`config.mk`:
```
export PLATFORM = sky130hd
export DESIGN_NAME = uart_fifo_ctrl
export DESIGN_NICKNAME = d
export VERILOG_FILES = /design/src/rtl/uart_fifo_ctrl_pkg.sv /design/src/rtl/uart_fcr_regs.sv /design/src/rtl/uart_fifo_level_map.sv /design/src/rtl/uart_fifo_watch.sv /design/src/rtl/uart_fifo_ctrl.sv
export SDC_FILE = /design/constraint.sdc
export NUM_CORES = 1
export LEC_CHECK = 0
export ABC_AREA = 1
export BUFFER_PORTS_ARGS = -buffer_cell sky130_fd_sc_hd__buf_2
export CORE_UTILIZATION = 43
export CTS_CLUSTER_DIAMETER = 150
export DETAILED_ROUTE_END_ITERATION = 16
export PLACE_DENSITY = 0.78
export SLEW_MARGIN = 0
export SYNTH_ARGS = -nofsm -noshare
export SYNTH_HDL_FRONTEND = slang
export SYNTH_SLANG_ARGS = --single-unit
```
`constraint.sdc`:
```
create_clock -name clk -period 1.7 [get_ports clk]
set_input_delay 0.425 -clock clk [delete_from_list [all_inputs] [get_ports clk]]
set_output_delay 0.425 -clock clk [all_outputs]
set_load 0.01 [all_outputs]
```
`src/rtl/uart_fifo_ctrl_pkg.sv`:
```
package uart_fifo_ctrl_pkg;

    localparam int BIT_ENABLE = 0;
    localparam int BIT_RX_CLR = 1;
    localparam int BIT_TX_CLR = 2;
    localparam int BIT_DMA    = 3;
    localparam int TX_LO      = 4;
    localparam int RX_LO      = 6;

    typedef struct packed {
        logic       fifo_on;
        logic       dma_mode;
        logic [1:0] rx_code;
        logic [1:0] tx_code;
        logic       rx_flush;
        logic       tx_flush;
    } fcr_state_t;

    localparam fcr_state_t FCR_RESET = '{default: '0};

endpackage

```
`src/rtl/uart_fcr_regs.sv`:
```
module uart_fcr_regs
    import uart_fifo_ctrl_pkg::*;
(
    input  logic       clk,
    input  logic       rst_n,
    input  logic       wr_en,
    input  logic [7:0] wr_data,
    input  logic       thre_prog,
    output fcr_state_t state
);

    fcr_state_t state_d, state_q;

    always_comb begin
        state_d          = state_q;
        state_d.rx_flush = 1'b0;
        state_d.tx_flush = 1'b0;
        if (wr_en) begin
            state_d.fifo_on  = wr_data[BIT_ENABLE];
            state_d.dma_mode = wr_data[BIT_DMA];
            state_d.rx_code  = wr_data[RX_LO +: 2];
            if (thre_prog) begin
                state_d.tx_code = wr_data[TX_LO +: 2];
            end
            if (wr_data[BIT_ENABLE] != state_q.fifo_on) begin
                state_d.rx_flush = 1'b1;
                state_d.tx_flush = 1'b1;
            end
            if (wr_data[BIT_RX_CLR]) begin
                state_d.rx_flush = 1'b1;
            end
            if (wr_data[BIT_TX_CLR]) begin
                state_d.tx_flush = 1'b1;
            end
        end
    end

    always_ff @(posedge clk or negedge rst_n) begin
        if (!rst_n) begin
            state_q <= FCR_RESET;
        end else begin
            state_q <= state_d;
        end
    end

    assign state = state_q;

endmodule

```
`src/rtl/uart_fifo_level_map.sv`:
```
module uart_fifo_level_map #(
    parameter int DEPTH = 16,
    parameter int CNT_W = $clog2(DEPTH + 1)
) (
    input  logic             fifo_on,
    input  logic [1:0]       rx_code,
    input  logic [1:0]       tx_code,
    output logic [CNT_W-1:0] rx_thr,
    output logic [CNT_W-1:0] tx_thr
);

    localparam logic [CNT_W-1:0] LVL_ONE  = CNT_W'(1);
    localparam logic [CNT_W-1:0] LVL_TWO  = CNT_W'(2);
    localparam logic [CNT_W-1:0] LVL_QTR  = CNT_W'(DEPTH / 4);
    localparam logic [CNT_W-1:0] LVL_HALF = CNT_W'(DEPTH / 2);
    localparam logic [CNT_W-1:0] LVL_NEAR = CNT_W'(DEPTH - 2);

    logic [CNT_W-1:0] rx_sel;
    logic [CNT_W-1:0] tx_sel;

    always_comb begin
        unique case (rx_code)
            2'd0:    rx_sel = LVL_ONE;
            2'd1:    rx_sel = LVL_QTR;
            2'd2:    rx_sel = LVL_HALF;
            default: rx_sel = LVL_NEAR;
        endcase
        unique case (tx_code)
            2'd0:    tx_sel = '0;
            2'd1:    tx_sel = LVL_TWO;
            2'd2:    tx_sel = LVL_QTR;
            default: tx_sel = LVL_HALF;
        endcase
    end

    // A disabled FIFO behaves as one entry deep.
    assign rx_thr = fifo_on ? rx_sel : LVL_ONE;
    assign tx_thr = fifo_on ? tx_sel : '0;

endmodule

```
`src/rtl/uart_fifo_watch.sv`:
```
module uart_fifo_watch #(
    parameter int CNT_W = 5
) (
    input  logic [CNT_W-1:0] rx_level,
    input  logic [CNT_W-1:0] tx_level,
    input  logic [CNT_W-1:0] rx_thr,
    input  logic [CNT_W-1:0] tx_thr,
    input  logic             thre_prog,
    input  logic             auto_flow,
    output logic             rx_ready_irq,
    output logic             tx_low_irq,
    output logic             rts_n
);

    logic rx_hit;

    assign rx_hit       = (rx_level >= rx_thr);
    assign rx_ready_irq = rx_hit;
    assign tx_low_irq   = thre_prog ? (tx_level <= tx_thr) : (tx_level == '0);
    assign rts_n        = auto_flow & rx_hit;

endmodule

```
`src/rtl/uart_fifo_ctrl.sv`:
```
module uart_fifo_ctrl
    import uart_fifo_ctrl_pkg::*;
#(
    parameter int DEPTH = 16,
    parameter int CNT_W = $clog2(DEPTH + 1)
) (
    input  logic             clk,
    input  logic             rst_n,
    input  logic             wr_en,
    input  logic [7:0]       wr_data,
    input  logic             thre_prog,
    input  logic             auto_flow,
    input  logic [CNT_W-1:0] rx_level,
    input  logic [CNT_W-1:0] tx_level,
    output logic             fifo_on,
    output logic             dma_mode,
    output logic             rx_flush,
    output logic             tx_flush,
    output logic             rx_ready_irq,
    output logic             tx_low_irq,
    output logic             rts_n
);

    fcr_state_t       cfg;
    logic [CNT_W-1:0] rx_thr;
    logic [CNT_W-1:0] tx_thr;

    uart_fcr_regs u_regs (
        .clk       (clk),
        .rst_n     (rst_n),
        .wr_en     (wr_en),
        .wr_data   (wr_data),
        .thre_prog (thre_prog),
        .state     (cfg)
    );

    uart_fifo_level_map #(.DEPTH(DEPTH), .CNT_W(CNT_W)) u_map (
        .fifo_on (cfg.fifo_on),
        .rx_code (cfg.rx_code),
        .tx_code (cfg.tx_code),
        .rx_thr  (rx_thr),
        .tx_thr  (tx_thr)
    );

    uart_fifo_watch #(.CNT_W(CNT_W)) u_watch (
        .rx_level     (rx_level),
        .tx_level     (tx_level),
        .rx_thr       (rx_thr),
        .tx_thr       (tx_thr),
        .thre_prog    (thre_prog),
        .auto_flow    (auto_flow),
        .rx_ready_irq (rx_ready_irq),
        .tx_low_irq   (tx_low_irq),
        .rts_n        (rts_n)
    );

    assign fifo_on  = cfg.fifo_on;
    assign dma_mode = cfg.dma_mode;
    assign rx_flush = cfg.rx_flush;
    assign tx_flush = cfg.tx_flush;

endmodule

```
==> impl_metrics.json <==
{
  "outcome": "finished, violations left",
  "violations": "negative setup slack",
  "synth_simple_gate_area_share_pct": 20.8,
  "drc": 0,
  "syn2layout_area_growth_pct": 52.2,
  "synth-xor-area-share_pct": 1.50,
  "synth_warnings": 0,
  "numCtsBuffers": 3,
  "core-area_sq_um": 1190,
  "die_y_microns": 38.9,
  "start_kind": "flop",
  "via_count": 598,
  "cts_root_buffer": "clkbuf_4",
  "path_clk_slew_ns": 0.05,
  "dp_hpwl_microns": 903,
  "clock_latency_ns": 0.24,
  "hold_path.class": "input pin to asynchronous set/reset pin",
  "fillers": 103,
  "synth_compound_area_share_pct": 7.92,
  "io_pins": 30,
  "rows": 12,
  "routed_wl_microns": 1240,
  "crit_required_ns": 1.27,
  "synth_top_family_by_area": "simple AND/OR/NAND/NOR gates",
  "multiInputGateArea_sq_um": 370,
  "grt_use_met1_pct": 18.4,
  "overflow": 0,
  "viasPerCell": 4.75,
  "postRouteAntennaNets": 0,
  "grt_max_degree": 9,
  "power.leakage_nw": 0.502,
  "drt_first_pass_iters": 3,
  "cts_sinks": 8,
  "critPathKind": "flop to output port",
  "synth_area_sq_um": 584,
  "diodes": 0,
  "fmaxAchievable_mhz": 492,
  "setup_ws_ns": -0.331,
  "cap_violations": 0,
  "whs_ns": 0.0151,
  "port_buffers": 29,
  "synth_cell_type_count": 18,
  "cts_buffer_depth": 2,
  "setup_viol_count_final": 3,
  "wl_per_cell_microns": 9.83,
  "grt_pass1_vias": 504,
  "critPathCaptureType": "output port",
  "die_x_microns": 38.9,
  "rsz0062_at_grt": "true",
  "die-area_sq_um": 1510,
  "grt_usage_pct": 17.3,
  "start_util_pct": 49.3,
  "synth_fa_ha_area_share_pct": 15.0,
  "power.total_uw": 579,
  "largest_reg_flops": 8,
  "antenna_found_initial": 0,
  "worst_pin_slew_ns": 0.184,
  "synthCells": 72,
  "use_met3_pct": 3.47,
  "htree_levels": 1,
  "grt_pass1_wl_microns": 1810,
  "fin_crit_ns": 2.03,
  "muxShareOfSynthArea_pct": 8.35,
  "grt_busiest_layer": "met2",
  "critPathMaxFanout": 3,
  "hold_violations": 0,
  "post-place-ws_ns": -0.163,
  "slew_headroom_pct": 87.7,
  "fin_crit_sh_pct": 119,
  "ff_latch_area_sq_um": 203,
  "grt_util_met2_pct": 33.3,
  "first_iter_violations": 4,
  "p_per_area_nw_per_um2": 651,
  "synth-seq-cells": 8,
  "syn_nets": 102,
  "worst_ep_arrival_time_ns": 1.61,
  "place.gp.congestion": 0.647,
  "syn_avg_cell_area_sq_um": 8.12,
  "yosysSeqAreaShare_pct": 34.3,
  "cts_tree": "yes",
  "peakVddDrop_uv": 591,
  "final_nets": 144,
  "finClkSkew_ns": 0.00160,
  "slew_viol_final": 0,
  "drive_above_1_share_pct": 55.4
}
[placed cells by master, fill, tap and decap left out, drive strengths merged]
master	n
nor2	5
nand4	1
buf	39
a21oi	3
nor3	1
nand3	4
dfrtp	8
nand2	17
clkbuf	3
mux2	4
xor2	1
inv	14
ha	7
o21ai	4
a21boi	1
[Yosys cell counts (all sizes together)]
cell type  number  area (sq um)
mux2            4          48.8
ha              7          87.6
inv            14          52.6
nand4           1          6.26
nand3           4          20.0
nand2          17          71.3
o21ai           4          20.0
a21boi          1          7.51
xor2            1          8.76
buf             2          18.8
dfrtp           8           200
nor3            1          5.00
nor2            5          18.8
a21oi           3          18.8
[per-layer routing]
| metal | part of all wire, % | up-vias | routed length [microns] |
|---|---|---|---|
| li1 | - | 308 | - |
| met1 | 42 | 270 | 516 |
| met2 | 54 | 20 | 673 |
| met3 | 3.9 | 0 | 48 |
| met4 | 0 | 0 | 0 |
| met5 | 0 | - | 0 |
[stage by stage]
step / utilization [%] / TNS (ns) / cells / instance area (sq um)
after detailed placement: 64.7 / -0.418 / 117 / 767
after CTS: 71.5 / -0.872 / 123 / 848
after floorplan: - / -0.00189 / 72 / 597
after global placement: 64.7 / -0.282 / 117 / 767
after global routing: 75.0 / -1.15 / 126 / 890
final: 75.0 / -0.917 / 126 / 890
[report_power, final]
part / total [mW] / internal (mW) / switching, mW
clock: 0.136 / 0.0802 / 0.0558
combinational: 0.209 / 0.115 / 0.0944
sequential: 0.234 / 0.212 / 0.0220
[cell families (layout without fill, tap and decap cells)]
family / count (synthesis) / after routing
compound gates: 8 / 8
xor+xnor: 1 / 1
fa+ha+maj: 7 / 7
buf+inv: 16 / 56
flops: 8 / 8
mux: 4 / 4
simple gates: 28 / 28
[critical path, stage by stage (launching register included)]
cell	delay, ns
dfrtp_1	0.40
inv_2	0.09
nand3_2	0.08
ha_1	0.30
nand2_1	0.07
inv_1	0.04
nand2_1	0.05
nand3_1	0.08
a21oi_2	0.12
buf_2	0.13
[final timing paths]
path                                                     to  slack, ns  depth (start not counted)                         from
worst min register to register  u_regs.state[6]$_DFFE_PN0P_       0.51                          1  u_regs.state[6]$_DFFE_PN0P_
max in group asynchronous       u_regs.state[7]$_DFFE_PN0P_       1.50                          1                        rst_n
worst max register to register    u_regs.state[1]$_DFF_PN0_       0.39                          6  u_regs.state[7]$_DFFE_PN0P_
worst min-delay path            u_regs.state[6]$_DFFE_PN0P_       0.02                          1                        rst_n
worst max-delay path                             tx_low_irq      -0.33                          9  u_regs.state[2]$_DFFE_PN0P_
min in group clk                  u_regs.state[0]$_DFF_PN0_       0.41                          3                   wr_data[2]
[what timing repair did]
item                       CTS  global route
hold endpoints to repair     0             0
setup endpoints to repair    3             3
pin swaps                    1             8
hold buffers                 0             0
setup buffers                3             3
gates resized for setup     11             3
gates cloned                 0             0
[layout make-up]
| type | instances | share of cell area, % |
|---|---|---|
| multi-input cells | 48 | 41.6 |
| repair buffers | 39 | 25.2 |
| flip-flops and latches | 8 | 22.8 |
| inverters | 14 | 5.91 |
| clock buffers | 3 | 2.53 |
| well taps | 14 | 1.97 |
No activity file was read; power rests on OpenSTA's default activity.
